**src/rtl/irq_edge_pkg.sv**
```systemverilog
package irq_edge_pkg;

    typedef enum logic [1:0] {
        S_IDLE    = 2'd0,
        S_PRESENT = 2'd1,
        S_SETTLE  = 2'd2
    } pres_state_t;

    localparam int REG_AW = 3;

    localparam logic [REG_AW-1:0] ADDR_PEND  = 3'd0;
    localparam logic [REG_AW-1:0] ADDR_EN    = 3'd1;
    localparam logic [REG_AW-1:0] ADDR_EDGE  = 3'd2;
    localparam logic [REG_AW-1:0] ADDR_LEVEL = 3'd3;
    localparam logic [REG_AW-1:0] ADDR_VBASE = 3'd4;

endpackage

```
**src/rtl/irq_edge_sync.sv**
```systemverilog
module irq_edge_sync #(
    parameter int N = 4
) (
    input  logic         clk,
    input  logic         rst_n,
    input  logic [N-1:0] pin,
    input  logic [N-1:0] rise_sel,
    output logic [N-1:0] evt
);

    for (genvar i = 0; i < N; i++) begin : g_lane
        logic meta_q, sync_q, prev_q;

        always_ff @(posedge clk or negedge rst_n) begin
            if (!rst_n) begin
                meta_q <= 1'b0;
                sync_q <= 1'b0;
                prev_q <= 1'b0;
            end else begin
                meta_q <= pin[i];
                sync_q <= meta_q;
                prev_q <= sync_q;
            end
        end

        // direction chosen after detection, so a polarity change alone never fires
        assign evt[i] = rise_sel[i] ? (sync_q & ~prev_q) : (~sync_q & prev_q);
    end

endmodule

```
**src/rtl/irq_pend_regs.sv**
```systemverilog
module irq_pend_regs
    import irq_edge_pkg::*;
#(
    parameter int N      = 4,
    parameter int LVL_W  = 3,
    parameter int VEC_W  = 8,
    parameter int DATA_W = 32
) (
    input  logic               clk,
    input  logic               rst_n,
    input  logic               reg_wr,
    input  logic [REG_AW-1:0]  reg_addr,
    input  logic [DATA_W-1:0]  reg_wdata,
    output logic [DATA_W-1:0]  reg_rdata,
    input  logic [N-1:0]       evt,
    input  logic               ack_valid,
    input  logic [VEC_W-1:0]   ack_vector,
    output logic [N-1:0]       pending,
    output logic [N-1:0]       enable,
    output logic [N-1:0]       rise_sel,
    output logic [N*LVL_W-1:0] levels,
    output logic [VEC_W-1:0]   vbase
);

    localparam int LVLS_W = N * LVL_W;

    logic [N-1:0] ack_hit;
    logic [N-1:0] w1c;
    logic         unused_wdata;

    assign unused_wdata = ^reg_wdata;

    for (genvar i = 0; i < N; i++) begin : g_ack
        assign ack_hit[i] = ack_valid && (ack_vector == VEC_W'(vbase + VEC_W'(i)));
    end

    assign w1c = (reg_wr && reg_addr == ADDR_PEND) ? reg_wdata[N-1:0] : '0;

    always_ff @(posedge clk or negedge rst_n) begin
        if (!rst_n) begin
            pending  <= '0;
            enable   <= '0;
            rise_sel <= '1;
            levels   <= '0;
            vbase    <= '0;
        end else begin
            // a fresh edge outranks any clear in the same cycle
            pending <= (pending & ~(w1c | ack_hit)) | evt;
            if (reg_wr) begin
                unique case (reg_addr)
                    ADDR_EN:    enable   <= reg_wdata[N-1:0];
                    ADDR_EDGE:  rise_sel <= reg_wdata[N-1:0];
                    ADDR_LEVEL: levels   <= reg_wdata[LVLS_W-1:0];
                    ADDR_VBASE: vbase    <= reg_wdata[VEC_W-1:0];
                    default: ;
                endcase
            end
        end
    end

    always_comb begin
        unique case (reg_addr)
            ADDR_PEND:  reg_rdata = DATA_W'(pending);
            ADDR_EN:    reg_rdata = DATA_W'(enable);
            ADDR_EDGE:  reg_rdata = DATA_W'(rise_sel);
            ADDR_LEVEL: reg_rdata = DATA_W'(levels);
            ADDR_VBASE: reg_rdata = DATA_W'(vbase);
            default:    reg_rdata = '0;
        endcase
    end

endmodule

```
**src/rtl/irq_arbiter.sv**
```systemverilog
module irq_arbiter #(
    parameter int N     = 4,
    parameter int LVL_W = 3,
    parameter int IDX_W = 2
) (
    input  logic [N-1:0]       pending,
    input  logic [N-1:0]       enable,
    input  logic [N*LVL_W-1:0] levels,
    output logic [N-1:0]       eligible,
    output logic               any,
    output logic [IDX_W-1:0]   win_idx,
    output logic [LVL_W-1:0]   win_lvl
);

    for (genvar i = 0; i < N; i++) begin : g_elig
        assign eligible[i] = pending[i] && enable[i] && (levels[i*LVL_W +: LVL_W] != '0);
    end

    assign any = |eligible;

    // strict compare keeps the lowest index on a tie
    always_comb begin
        win_idx = '0;
        win_lvl = '0;
        for (int i = 0; i < N; i++) begin
            if (eligible[i] && levels[i*LVL_W +: LVL_W] > win_lvl) begin
                win_idx = IDX_W'(i);
                win_lvl = levels[i*LVL_W +: LVL_W];
            end
        end
    end

endmodule

```
**src/rtl/irq_present_fsm.sv**
```systemverilog
module irq_present_fsm
    import irq_edge_pkg::*;
#(
    parameter int LVL_W = 3,
    parameter int VEC_W = 8,
    parameter int IDX_W = 2
) (
    input  logic             clk,
    input  logic             rst_n,
    input  logic             any,
    input  logic [IDX_W-1:0] win_idx,
    input  logic [LVL_W-1:0] win_lvl,
    input  logic [VEC_W-1:0] vbase,
    input  logic             ack_valid,
    output logic [LVL_W-1:0] irq_level,
    output logic [VEC_W-1:0] irq_vector
);

    pres_state_t state_q, state_n;

    always_comb begin
        state_n = state_q;
        unique case (state_q)
            S_IDLE:    if (any) state_n = S_PRESENT;
            S_PRESENT: begin
                if (ack_valid)  state_n = S_SETTLE;
                else if (!any)  state_n = S_IDLE;
            end
            S_SETTLE:  state_n = S_IDLE;
            default:   state_n = S_IDLE;
        endcase
    end

    always_ff @(posedge clk or negedge rst_n) begin
        if (!rst_n) state_q <= S_IDLE;
        else        state_q <= state_n;
    end

    always_ff @(posedge clk or negedge rst_n) begin
        if (!rst_n) begin
            irq_level  <= '0;
            irq_vector <= '0;
        end else if (state_n == S_PRESENT) begin
            irq_level  <= win_lvl;
            irq_vector <= VEC_W'(vbase + VEC_W'(win_idx));
        end else begin
            irq_level  <= '0;
            irq_vector <= '0;
        end
    end

endmodule

```
**src/rtl/irq_edge_unit.sv**
```systemverilog
module irq_edge_unit
    import irq_edge_pkg::*;
#(
    parameter int N      = 4,
    parameter int LVL_W  = 3,
    parameter int VEC_W  = 8,
    parameter int DATA_W = 32
) (
    input  logic              clk,
    input  logic              rst_n,
    input  logic [N-1:0]      irq_pin,
    input  logic              reg_wr,
    input  logic [REG_AW-1:0] reg_addr,
    input  logic [DATA_W-1:0] reg_wdata,
    output logic [DATA_W-1:0] reg_rdata,
    input  logic              ack_valid,
    input  logic [VEC_W-1:0]  ack_vector,
    output logic [LVL_W-1:0]  irq_level,
    output logic [VEC_W-1:0]  irq_vector
);

    localparam int IDX_W = (N > 1) ? $clog2(N) : 1;

    logic [N-1:0]       evt, pending, enable, rise_sel, eligible;
    logic [N*LVL_W-1:0] levels;
    logic [VEC_W-1:0]   vbase;
    logic               any;
    logic [IDX_W-1:0]   win_idx;
    logic [LVL_W-1:0]   win_lvl;

    irq_edge_sync #(.N(N)) u_sync (
        .clk(clk), .rst_n(rst_n), .pin(irq_pin), .rise_sel(rise_sel), .evt(evt)
    );

    irq_pend_regs #(.N(N), .LVL_W(LVL_W), .VEC_W(VEC_W), .DATA_W(DATA_W)) u_regs (
        .clk(clk), .rst_n(rst_n), .reg_wr(reg_wr), .reg_addr(reg_addr),
        .reg_wdata(reg_wdata), .reg_rdata(reg_rdata), .evt(evt),
        .ack_valid(ack_valid), .ack_vector(ack_vector), .pending(pending),
        .enable(enable), .rise_sel(rise_sel), .levels(levels), .vbase(vbase)
    );

    irq_arbiter #(.N(N), .LVL_W(LVL_W), .IDX_W(IDX_W)) u_arb (
        .pending(pending), .enable(enable), .levels(levels), .eligible(eligible),
        .any(any), .win_idx(win_idx), .win_lvl(win_lvl)
    );

    irq_present_fsm #(.LVL_W(LVL_W), .VEC_W(VEC_W), .IDX_W(IDX_W)) u_fsm (
        .clk(clk), .rst_n(rst_n), .any(any), .win_idx(win_idx), .win_lvl(win_lvl),
        .vbase(vbase), .ack_valid(ack_valid), .irq_level(irq_level),
        .irq_vector(irq_vector)
    );

endmodule

```
**config.mk**
```make
export PLATFORM = sky130hd
export DESIGN_NAME = irq_edge_unit
export DESIGN_NICKNAME = d
export VERILOG_FILES = /design/src/rtl/irq_edge_pkg.sv /design/src/rtl/irq_edge_sync.sv /design/src/rtl/irq_pend_regs.sv /design/src/rtl/irq_arbiter.sv /design/src/rtl/irq_present_fsm.sv /design/src/rtl/irq_edge_unit.sv
export SDC_FILE = /design/constraint.sdc
export NUM_CORES = 1
export LEC_CHECK = 0
export BUFFER_PORTS_ARGS = -buffer_cell sky130_fd_sc_hd__buf_2
export CORE_MARGIN = 2
export CORE_UTILIZATION = 55
export CTS_CLUSTER_DIAMETER = 40
export DETAILED_ROUTE_END_ITERATION = 12
export GPL_ROUTABILITY_DRIVEN = 0
export PLACE_DENSITY = 0.83
export SLEW_MARGIN = 20
export SYNTH_ARGS = -nofsm -noshare
export SYNTH_HDL_FRONTEND = slang
export SYNTH_SLANG_ARGS = --single-unit
```
**constraint.sdc**
```tcl
create_clock -name clk -period 8.92 [get_ports clk]
set_input_delay 0.892 -clock clk [delete_from_list [all_inputs] [get_ports clk]]
set_output_delay 0.892 -clock clk [all_outputs]
set_load 0.02 [all_outputs]
```
* Word level (Yosys, flattened, before mapping)
Index checks and enable logic that the tools add are counted.
Operators by class: add/subtract/negate cells 4, order comparisons 4, equality and inequality tests 10, muxes and demuxes 19, bitwise logic cells 20, reduce and logical (&&, ||, !) cells 28
Operators with widths (count):
- $pmux W12 S5 | 1
- $eq A8 B8 Y1 | 4
- $logic_and A1 B1 Y1 | 17
- $add A8 B2 Y8 const B | 2
- $mux W3 | 5
- $reduce_bool A3 Y1 | 4
- $mux W2 | 5
- $gt A3 B3 Y1 | 3
- $add A8 B1 Y8 const B | 1
- $add A8 B2 Y8 | 1
- $and A1 B1 Y1 | 8
- $mux W8 | 1
- $not A1 Y1 | 8
- $or A4 B4 Y4 | 2
- $reduce_and A2 Y1 | 4
- $eq A3 B2 Y1 const B | 2
- $mux W1 | 5
- $and A4 B4 Y4 | 1
- $eq A2 B1 Y1 const B | 2
- $mux W4 | 1
- $not A4 Y4 | 1
- $pmux W2 S2 | 1
- $reduce_or A4 Y1 | 1
- $eq A3 B1 Y1 const B | 1
- other kinds (4) | 4
Storage, ports and cells: flip-flop bits (word level) 57, bits of input ports 51, output and inout port bits 43, word-level logic and storage cells 105

* Logic depth before layout (Yosys ltp)
Gate-level depths: netlist of the first run.
depth in word-level cells 15, mapped depth 23, depth with buffers taken out 23

* Hierarchy
Synthesis of the first run repeated with hierarchy kept, for this count alone.
Second synthesis, totals: cell total of the unflattened synthesis 350, area, all modules 3668.5 um2
Modules (own cells, without submodules):
- irq_pend_regs | times used 1, cells each 215, area each 2197.1 um2, sequential area each 805.8 um2
- irq_present_fsm | times used 1, cells each 50, area each 560.5 um2, sequential area each 325.3 um2
- irq_arbiter | times used 1, cells each 61, area each 524.3 um2, sequential area each 0.0 um2
- irq_edge_sync | times used 1, cells each 24, area each 386.6 um2, sequential area each 300.3 um2

* Worst setup path after synthesis of the first run
OpenSTA, ideal clock, no wires.
path type register -> register, from register u_regs.pending[0], to register u_fsm.irq_vector[5], setup time 0.122 ns, arrival 4.312 ns, data required time 8.798 ns, slack 4.486 ns, stages on the path, launching flop included 24, path buffers 0, clock period less this slack 4.434 ns, cells stage by stage dfrtp_1 > nand3_1 > ha_1 > nor2b_1 > o21ai_0 > a21o_2 > a21oi_1 > ha_1 > nor2b_1 > o21a_1 > o21a_1 > a211oi_1 > o21bai_1 > ha_1 > nor2b_1 > o21a_1 > o21ai_0 > nand2_1 > ha_1 > a21oi_1 > nor2b_1 > nand3_1 > xor2_1 > nor2_1
On the way: cells in the longest elaborated chain, start to end 15, elaborated cells between the ends (all ways) 23, those cells by class add/sub (1); order compare (3); eq/ne (1); mux (11); reduce/logical (7)
Ends and longest elaborated chain:
- start, declared | RTL line irq_pend_regs.sv:18 | output logic [N-1:0] pending,
- start signal, assigned | RTL line irq_pend_regs.sv:48 | pending <= (pending & ~(w1c | ack_hit)) | evt;
- $logic_and A1 B1 Y1 * (2 in a row) | RTL line irq_arbiter.sv:16 | assign eligible[i] = pending[i] && enable[i] && (levels[i*LVL_W +: LVL_W] != '0);
- $logic_and A1 B1 Y1 | RTL line irq_arbiter.sv:26 | if (eligible[i] && levels[i*LVL_W +: LVL_W] > win_lvl) begin
- $mux W3 | RTL line irq_arbiter.sv:26
- $gt A3 B3 Y1 | RTL line irq_arbiter.sv:26
- $logic_and A1 B1 Y1 | RTL line irq_arbiter.sv:26
- $mux W3 | RTL line irq_arbiter.sv:26
- $gt A3 B3 Y1 | RTL line irq_arbiter.sv:26
- $logic_and A1 B1 Y1 | RTL line irq_arbiter.sv:26
- $mux W3 | RTL line irq_arbiter.sv:26
- $gt A3 B3 Y1 | RTL line irq_arbiter.sv:26
- $logic_and A1 B1 Y1 | RTL line irq_arbiter.sv:26
- $mux W2 | RTL line irq_arbiter.sv:26
- $add A8 B2 Y8 | RTL line irq_present_fsm.sv:45 | irq_vector <= VEC_W'(vbase + VEC_W'(win_idx));
- $mux W8 * | RTL line irq_present_fsm.sv:43 | end else if (state_n == S_PRESENT) begin
- end signal, assigned | RTL line irq_present_fsm.sv:45
- end, declared | RTL line irq_present_fsm.sv:16 | output logic [VEC_W-1:0] irq_vector
Mark *: on every way between the ends. The rest lies on a longest branch, timed or not. A chain may end at the register's enable or synchronous reset.

* Worst setup path after layout of the first run
from register u_regs.pending[0], to register u_fsm.irq_vector[6]
Same word-level chain as after synthesis.

==> impl_metrics.ini, run 1 <==
[outcome]
status = finished, final reports clean

[floorplan]
io_pins = 94
die_width_um = 84.1
fp.coreArea_um2 = 6280
die_area_um2 = 7070
start_util_pct = 56.2
die_y_um = 84.1
num_rows = 29

[sta]
hold_violations = 0
period_share_pct = 59.9
maxSlewHeadroom_pct = 53.4
max_freq_ghz = 0.187
finalClockSkew_ns = 0.0126
layout_setup_ws_ns = 3.58
setup_viol = 0
fin_tns_setup_ns = 0
tightest_slew_ns = 0.698
slew_viol_final = 0
fin_crit_ns = 5.34
fin_hold_ws_ns = 0.348
rsz0062_at_grt = no

[layout]
diodes = 0
nets = 463
drive_gt1_share_pct = 27.7
layoutNonFillerInstCount = 478
area_growth_pct = 12.1
fin_util_pct = 63.0
post-route-cell-area_um2 = 3960

[placed_design]
numPortBuffers = 53
place_area_um2 = 3760
dp_hpwl_mm = 5.64
placed_cells = 462
place_ws_ns = 3.86

[clocking]
holdBufCountCts = 0
clk-insertion-delay-late_ns = 0.34
cts_setup_buffers = 0
cts_buffers = 9
ctsHtreeMaxLevel = 3
cts_root_buf = clkbuf_8
clkSinkCount = 57
clk_pin_slew_ns = 0.06
cts_tree = yes
cts_resized = 0
clk_path_buf_depth = 2

[route]
drtIter0Drc = 244
vias_per_cell = 5.85
ant_nets = 0
first_pass_iters = 5
drc = 0
wire_per_inst_um = 16.0
vias = 2798
wl_mm = 7.63

[power_and_ir_drop]
power_density_nw_per_um2 = 257
ir_worst_vdd_mv = 0.181
p_seq_share_pct = 37.2
cellInternalPower_uw = 623
fin_total_pwr_mw = 1.02
p_switching_uw = 393
switching_share_pct = 38.7
power_frac_comb_pct = 39.0
power_leakage_nw = 1.80
clkPwrFrac_pct = 23.8

[yosys]
async_flop_share_pct = 100
netlist_top_cells_area = dfrtp_1, mux2_2, ha_1
synth_edf_count = 0
yosys.area.top_type = dfrtp_1
netlist_instances = 342
yosys_warnings = 0
synth.most_common_cell = dfrtp_1
syn_area_per_cell_um2 = 10.3
synth-seq-cells = 57
synth_common_cells = dfrtp_1, mux2_2, nand2_1
synth_area_um2 = 3530
ys.flop_type = dfrtp_1
ys_seq_area_share_pct = 40.6
ys_types = 61
synth_top_area_share_pct = 37.6

[worst_setup_path]
startpoint_type = flip-flop
worstPathCellList = nand3_1, ha_1, nor2b_1, o21ai_0, a21o_2, a21oi_1, ha_1, nor2b_1, o21a_1, o21a_1, a211oi_1, o21bai_1, ha_1, nor2b_1, o21a_1, o21ai_0, o21ai_0, ha_1, inv_1, fa_1, nor2_1, xnor2_1, nor2_1
arrival_ns = 5.56
end_kind = flip-flop
crit_required_ns = 9.14
crit_slowest_cell = dfrtp_1
cp_common_cell = ha_1
worstPathMaxFanout = 7
worstSetupPathType = reg2reg
critPathTopFamily = compound AO/OA/AOI/OAI gates
cp_num_buf_inv = 1
crit_path_max_incr_delay_ns = 0.43

[grt]
grt_pass1_wl_mm = 12.8
grt_pass1_vias = 2621
grt_use_total_pct = 23.1
antenna_found_initial = 0
grt_max_degree = 58
grt.overflow.total = 0

[min_path]
hp-class = reg2reg

[job]
maxCapViolCount = 0
logic make-up (layout without fill, tap and decap cells):
kind of cell    Yosys count  in the layout  share of synthesized area, %
mux                      33             33                          10.6
simple gates             97             97                          13.8
xor+xnor                 29             29                          8.47
flops                    57             57                          40.6
buf+inv                  44             84                          7.51
other cells               1             20                         0.106
compound gates           65             65                          13.0
fa+ha+maj                16             16                          5.88
placed cells by master, fill, tap and decap left out, types with 5 or more instances in the layout:
master / netlist / routed
a21oi_1: 11 / 11
buf_2: 5 / 53
clkbuf_8: 0 / 10
conb_1: 1 / 20
dfrtp_1: 53 / 53
ha_1: 15 / 15
inv_1: 14 / 14
mux2_2: 26 / 26
mux2i_1: 6 / 6
nand2_1: 25 / 25
nand3_1: 13 / 13
nor2_1: 21 / 21
nor2b_1: 7 / 7
nor3_1: 6 / 6
o21a_1: 5 / 5
o21ai_0: 12 / 12
xnor2_1: 15 / 15
xor2_1: 11 / 11
area by class of cell:
type	instances	area, um2
fill	490	2320
clock inverter	4	52.6
sequential	57	1430
multi-input combinational	260	1900
inverter	14	52.6
clock buffer	12	145
tap	77	96.3
timing repair buffer	54	273
power groups by stage:
stage	registers, mW	clock network (mW)	logic [mW]
detailed placement	0.380	0	0.388
CTS	0.376	0.245	0.393
finish	0.378	0.242	0.396
floorplan	0.378	0	0.295
global placement	0.377	0	0.374
global route	0.384	0.258	0.442
state kept, by name, indices dropped and copies added (netlist names):
| name | flops |
|---|---|
| u_sync.g_lane.prev_q | 4 |
| u_regs.pending | 4 |
| u_regs.rise_sel | 4 |
| u_fsm.irq_vector | 8 |
| u_regs.enable | 4 |
| u_sync.g_lane.sync_q | 4 |
| u_regs.vbase | 8 |
| u_fsm.state_q | 2 |
| u_fsm.irq_level | 3 |
| u_sync.g_lane.meta_q | 4 |
| u_regs.levels | 12 |
worst paths after layout:
| kind | cells after the start | from | slack (ns) | to |
|---|---|---|---|---|
| min reg2reg | 0 | u_sync.g_lane[2].meta_q$_DFF_PN0_ | 0.35 | u_sync.g_lane[2].sync_q$_DFF_PN0_ |
| min in group asynchronous | 2 | rst_n | 0.68 | u_fsm.irq_vector[3]$_DFF_PN0_ |
| max | 23 | u_regs.pending[0]$_DFF_PN0_ | 3.58 | u_fsm.irq_vector[6]$_DFF_PN0_ |
| max reg2reg | 23 | u_regs.pending[0]$_DFF_PN0_ | 3.58 | u_fsm.irq_vector[6]$_DFF_PN0_ |
| max in group asynchronous | 2 | rst_n | 7.78 | u_regs.enable[2]$_DFFE_PN0P_ |
| min | 0 | u_sync.g_lane[2].meta_q$_DFF_PN0_ | 0.35 | u_sync.g_lane[2].sync_q$_DFF_PN0_ |
routing by layer:
metal | GRT usage (%) | share of wire [%]
met5 | 0 | 0
met4 | 6.89 | 1.8
met1 | 32.7 | 43
met3 | 7.12 | 8.9
met2 | 34.3 | 47
Note: power is estimated with default switching activity, not from simulation.
==> run 2: changes to the inputs <==
--- a/config.mk
+++ b/config.mk
@@ -5,13 +5,14 @@
 export SDC_FILE = /design/constraint.sdc
 export NUM_CORES = 1
 export LEC_CHECK = 0
+export ABC_AREA = 1
 export BUFFER_PORTS_ARGS = -buffer_cell sky130_fd_sc_hd__buf_2
 export CORE_MARGIN = 2
-export CORE_UTILIZATION = 55
+export CORE_UTILIZATION = 48
 export CTS_CLUSTER_DIAMETER = 40
 export DETAILED_ROUTE_END_ITERATION = 12
 export GPL_ROUTABILITY_DRIVEN = 0
-export PLACE_DENSITY = 0.83
+export PLACE_DENSITY = 0.76
 export SLEW_MARGIN = 20
 export SYNTH_ARGS = -nofsm -noshare
 export SYNTH_HDL_FRONTEND = slang
==> constraint.sdc (replaced) <==
create_clock -name clk -period 4.35 [get_ports clk]
set_input_delay 0.435 -clock clk [delete_from_list [all_inputs] [get_ports clk]]
set_output_delay 0.435 -clock clk [all_outputs]
set_load 0.02 [all_outputs]
==> impl_metrics.ini, run 2 <==
[outcome]
status = finished, final reports clean

[route]
ant_nets = 0
wire_per_inst_um = 13.9
wl_mm = 9.45
first_pass_iters = 5
vias = 3503
vias_per_cell = 5.15
drtIter0Drc = 286
drc = 0

[layout]
multi_input_area_um2 = 2040
drive_gt1_share_pct = 23.2
layout_common_cells = nand2_1, inv_1, buf_2, dfrtp_1, nor2_1
fillerInstances = 635
reg_top3 = u_regs.levels: 12 flops, u_fsm.irq_vector: 8 flops, u_regs.vbase: 8 flops
seq_area_um2 = 1430
nets = 643
diodes = 0
largest_reg_flops = 12
mostFrequentLayoutCell = nand2_1
largest-register = u_regs.levels
area_growth_pct = 22.9
layoutNonFillerInstCount = 680

[worst_setup_path]
end_kind = flip-flop
crit_slowest_cell = dfrtp_1
arrival_ns = 4.50
reg2reg_from = u_regs.pending[0]$_DFF_PN0_
crit_path_max_incr_delay_ns = 0.39
r2r_cells = 29
startpoint_type = flip-flop
crit_required_ns = 4.57
r2r_slack_ns = 0.08
worstSetupPathType = reg2reg
regToRegEndpoint = u_fsm.irq_vector[6]$_DFF_PN0_
worstPathMaxFanout = 5

[yosys]
ys_seq_area_share_pct = 39.4
synth_top_area_share_pct = 36.5
netlist_instances = 509
yosys.area.top_type = dfrtp_1
synth_common_cells = nand2_1, inv_1, dfrtp_1
synth_area_um2 = 3630
ys.flop_type = dfrtp_1
syn_area_per_cell_um2 = 7.13
synth.most_common_cell = nand2_1
netlist_top_cells_area = dfrtp_1, nand2_1, inv_1
yosys_warnings = 0
async_flop_share_pct = 100
ys_types = 30
synth_edf_count = 0
synth-seq-cells = 57

[job]
maxCapViolCount = 0

[clocking]
clk-insertion-delay-late_ns = 0.35
cts_buffers = 9
clkSinkCount = 57
cts_tree = yes
clk_path_buf_depth = 2
ctsHtreeMaxLevel = 3
clk_pin_slew_ns = 0.07
holdBufCountCts = 0
cts_root_buf = clkbuf_8

[sta]
max_freq_ghz = 0.234
finalClockSkew_ns = 0.00320
tightest_slew_ns = 0.741
period_share_pct = 98.2
slew_viol_final = 0
maxSlewHeadroom_pct = 50.5
fin_hold_ws_ns = 0.190
fin_crit_ns = 4.27
hold_violations = 0
setup_viol = 0

[power_and_ir_drop]
clkPwrFrac_pct = 27.7
power_density_nw_per_um2 = 491
cellInternalPower_mw = 1.34
p_switching_uw = 848
power_leakage_nw = 2.36
ir_worst_vdd_mv = 0.246
p_seq_share_pct = 33.2
switching_share_pct = 38.8
power_frac_comb_pct = 39.1
fin_total_pwr_mw = 2.19

[floorplan]
io_pins = 94
die_y_um = 91.0
fp.coreArea_um2 = 7290
num_rows = 31
die_width_um = 91.0
start_util_pct = 49.8
die_area_um2 = 8280

[placed_design]
dp_hpwl_mm = 6.54
placed_cells = 655
numPortBuffers = 53

[grt]
antenna_found_initial = 0
grt_pass1_wl_mm = 14.9
grt_use_total_pct = 22.4
grt.overflow.total = 0
grt_max_degree = 58
grt_pass1_vias = 3108

[min_path]
min-delay-start = irq_pin[1]
hp-class = in2reg
min_to = u_sync.g_lane[1].meta_q$_DFF_PN0_
hold_depth = 1
-- run 2: changes by cell type after synthesis, sizes merged, moves of 4 or more --
cell | before | now
nand2 | 26 | 167
inv | 14 | 73
nor2 | 23 | 53
mux2 | 26 | 0
o21ai | 13 | 37
nand3 | 13 | 26
xnor2 | 18 | 5
nor2b | 7 | 0
mux2i | 6 | 0
o21a | 5 | 0
a211oi | 4 | 0
nand2b | 4 | 0
-- run 2: layer usage --
layer / vias to the layer above / global-route usage (%) / part of all wire, %
li1: 1681 / - / -
met1: 1614 / 29.3 / 40
met2: 176 / 36.4 / 49
met3: 32 / 4.73 / 7.5
met4: 0 / 9.09 / 3.4
met5: - / 0 / 0
-- run 2: worst max-delay path by stage --
stage	start	to	slack (ns)	depth (start not counted)
6_report	u_regs.pending[0]$_DFF_PN0_	u_fsm.irq_vector[6]$_DFF_PN0_	0.08	29
5_1_grt	u_regs.pending[0]$_DFF_PN0_	u_fsm.irq_vector[6]$_DFF_PN0_	-0.11	29
4_1_cts	u_regs.enable[0]$_DFFE_PN0P_	u_fsm.irq_vector[6]$_DFF_PN0_	0.04	29
3_5_place_dp	u_regs.levels[1]$_DFFE_PN0P_	u_fsm.irq_vector[4]$_DFF_PN0_	-0.18	27
3_3_place_gp	u_regs.pending[0]$_DFF_PN0_	u_fsm.irq_vector[4]$_DFF_PN0_	0.05	27
2_1_floorplan	u_regs.levels[2]$_DFFE_PN0P_	u_fsm.irq_vector[4]$_DFF_PN0_	0.30	27
-- run 2: kinds of logic (layout without fill, tap and decap cells) --
family                     after synthesis  after routing  synth area share [%]
and+or+nand+nor                        261            261                  29.9
buffers and inverters                  100            153                  12.6
AOI/OAI and AO/OA                       58             58                  8.34
DFF                                     57             57                  39.4
adders and majority gates               16             16                  5.72
xor gates and xnor gates                16             16                  3.86
other                                    1             20                 0.103
-- run 2: per-stage QoR --
step	worst slack (ns)	TNS [ns]	utilization, %	cell area (um2)
after global routing	-0.111	-0.299	61.2	4460
after floorplan	0.301	0	-	3700
after CTS	0.0421	0	57.9	4220
after global placement	0.0526	0	53.8	3920
after detailed placement	-0.184	-0.565	53.8	3920
final	0.0768	0	61.2	4460
-- run 2: worst max-delay path, delay by kind of cell (launching register included) --
family | cells | cell delay (ns)
xor+xnor | 1 | 0.14
flops | 1 | 0.39
buf+inv | 4 | 0.30
compound gates | 1 | 0.17
fa+ha+maj | 5 | 1.37
simple gates | 18 | 1.78
-- run 2: cell type report --
type	count	share of cell area, %
Clock buffer	9	2.78
Clock inverter	7	2.66
Inverter	73	6.20
Multi-Input combinational cell	371	45.6
Sequential cell	57	32.1
Tap cell	99	2.78
Timing Repair Buffer	64	7.88
-- run 2: power by group through the flow --
| stage | combinational [mW] | sequential, mW | clock (mW) |
|---|---|---|---|
| 2_1_floorplan | 0.466 | 0.745 | 0 |
| 3_3_place_gp | 0.639 | 0.723 | 0 |
| 3_5_place_dp | 0.669 | 0.727 | 0 |
| 4_1_cts | 0.705 | 0.718 | 0.615 |
| 5_1_grt | 0.947 | 0.737 | 0.638 |
| 6_report | 0.856 | 0.726 | 0.607 |
-- run 2: timing repair --
item / CTS / global route
setup buffers: 2 / 7
setup endpoints to repair: 6 / 7
resized for setup: 12 / 45
pin swaps: 3 / 15
==> run 3: changes to the inputs <==
--- a/config.mk
+++ b/config.mk
@@ -8,11 +8,11 @@
 export ABC_AREA = 1
 export BUFFER_PORTS_ARGS = -buffer_cell sky130_fd_sc_hd__buf_2
 export CORE_MARGIN = 2
-export CORE_UTILIZATION = 48
+export CORE_UTILIZATION = 54
 export CTS_CLUSTER_DIAMETER = 40
 export DETAILED_ROUTE_END_ITERATION = 12
 export GPL_ROUTABILITY_DRIVEN = 0
-export PLACE_DENSITY = 0.76
+export PLACE_DENSITY = 0.81
 export SLEW_MARGIN = 20
 export SYNTH_ARGS = -nofsm -noshare
 export SYNTH_HDL_FRONTEND = slang
==> constraint.sdc (replaced) <==
create_clock -name clk -period 4.4 [get_ports clk]
set_input_delay 0.44 -clock clk [delete_from_list [all_inputs] [get_ports clk]]
set_output_delay 0.44 -clock clk [all_outputs]
set_load 0.02 [all_outputs]
==> impl_metrics.ini, run 3 (synthesized netlist as in run 2, its figures left out) <==
[floorplan]
fp.coreArea_um2 = 6420
num_rows = 29
die_area_um2 = 7400
start_util_pct = 56.5
io_pins = 94
die_y_um = 86
die_width_um = 86

[route]
drtIter0Drc = 381
wl_mm = 9.14
first_pass_iters = 5
wire_per_inst_um = 14.0
drc = 0
vias_per_cell = 5.35
ant_nets = 0
vias = 3492

[power_and_ir_drop]
fin_total_pwr_mw = 2.02
switching_share_pct = 40.9
p_switching_uw = 826
clkPwrFrac_pct = 24.9
power_density_nw_per_um2 = 469
p_seq_share_pct = 35.5
cellInternalPower_mw = 1.20
power_leakage_nw = 2.30
power_frac_comb_pct = 39.6
ir_worst_vdd_mv = 0.367

[job]
maxCapViolCount = 0

[layout]
layout_common_cells = nand2_1, inv_1, buf_2, dfrtp_1, nor2_1
fin_util_pct = 67.1
layoutNonFillerInstCount = 653
reg_top3 = u_regs.levels: 12 flops, u_fsm.irq_vector: 8 flops, u_regs.vbase: 8 flops
post-route-cell-area_um2 = 4310
largest_reg_flops = 12
largest-register = u_regs.levels
mostFrequentLayoutCell = nand2_1
nets = 638
diodes = 0
area_growth_pct = 18.7
drive_gt1_share_pct = 22.0

[grt]
grt_max_degree = 58
grt_pass1_wl_mm = 13.8
antenna_found_initial = 0
grt_use_total_pct = 24.0
grt.overflow.total = 0
grt_pass1_vias = 3051

[sta]
fin_tns_setup_ns = 0
tightest_slew_ns = 0.743
hold_violations = 0
fin_hold_ws_ns = 0.192
maxSlewHeadroom_pct = 50.3
layout_setup_ws_ns = 0.126
finalClockSkew_ns = 0.0105
setup_viol = 0
slew_viol_final = 0
period_share_pct = 97.1
fin_crit_ns = 4.27
max_freq_ghz = 0.234

[clocking]
cts_tree = yes
clk-insertion-delay-late_ns = 0.35
clkSinkCount = 57
ctsHtreeMaxLevel = 3
cts_root_buf = clkbuf_8
clk_path_buf_depth = 2
clk_pin_slew_ns = 0.07
holdBufCountCts = 0
cts_buffers = 9

[worst_setup_path]
crit_required_ns = 4.62
cp_common_cell = nand2_2
worstSetupPathType = reg2reg
crit_slowest_cell = dfrtp_1
crit_path_max_incr_delay_ns = 0.40
worstPathMaxFanout = 4
startpoint_type = flip-flop
end_kind = flip-flop
arrival_ns = 4.50

[placed_design]
place_ws_ns = -0.00342
placed_cells = 633
dp_hpwl_mm = 6.34
place_area_um2 = 3890
numPortBuffers = 53

[outcome]
status = finished, final reports clean

[min_path]
hp-class = in2reg
run 3: per-layer routing:
metal	share of wire (%)	vias to the layer above	wire length (um)	track usage [%]
met2	48	206	4400	39.8
li1	-	1666	-	-
met3	8.7	34	794	5.20
met5	0	-	0	0
met4	3.2	0	291	8.80
met1	40	1586	3660	30.9
run 3: worst paths after layout:
path | from | end | slack [ns] | cells after the start
max | u_regs.pending[0]$_DFF_PN0_ | u_fsm.irq_vector[4]$_DFF_PN0_ | 0.13 | 29
min in group asynchronous | rst_n | u_regs.levels[10]$_DFFE_PN0P_ | 0.22 | 2
min | irq_pin[1] | u_sync.g_lane[1].meta_q$_DFF_PN0_ | 0.19 | 1
max in group asynchronous | rst_n | u_regs.levels[5]$_DFFE_PN0P_ | 3.73 | 2
min reg2reg | u_sync.g_lane[3].meta_q$_DFF_PN0_ | u_sync.g_lane[3].sync_q$_DFF_PN0_ | 0.35 | 0
max reg2reg | u_regs.pending[0]$_DFF_PN0_ | u_fsm.irq_vector[4]$_DFF_PN0_ | 0.13 | 29
run 3: final cells by class:
cell class	instances	area, um2
tap	77	96.3
fill	527	2110
multi-input combinational	371	1990
clock inverter	7	80.1
inverter	73	274
sequential	57	1430
timing repair buffer	59	310
clock buffer	9	124
run 3: repair_timing:
item,4_1_cts,5_1_grt
pin swaps,1,12
endpoints found under the setup margin,2,7
buffers inserted,1,3
resized for setup,4,44
cloned,0,0
run 3: critical path, delay by kind of cell, from the launching register on:
kind	cells	cell delay, ns
XOR/XNOR	1	0.15
AO/OA/AOI/OAI	1	0.14
adder cells (fa/ha/maj)	5	1.34
flip-flops	1	0.40
AND/OR/NAND/NOR	18	1.74
buffers and inverters	4	0.37
run 3: power groups by stage:
| stage | clock [mW] | sequential, mW | combinational, mW |
|---|---|---|---|
| global route | 0.537 | 0.731 | 0.892 |
| global placement | 0 | 0.714 | 0.631 |
| floorplan | 0 | 0.737 | 0.461 |
| CTS | 0.509 | 0.707 | 0.669 |
| detailed placement | 0 | 0.717 | 0.656 |
| finish | 0.502 | 0.718 | 0.801 |
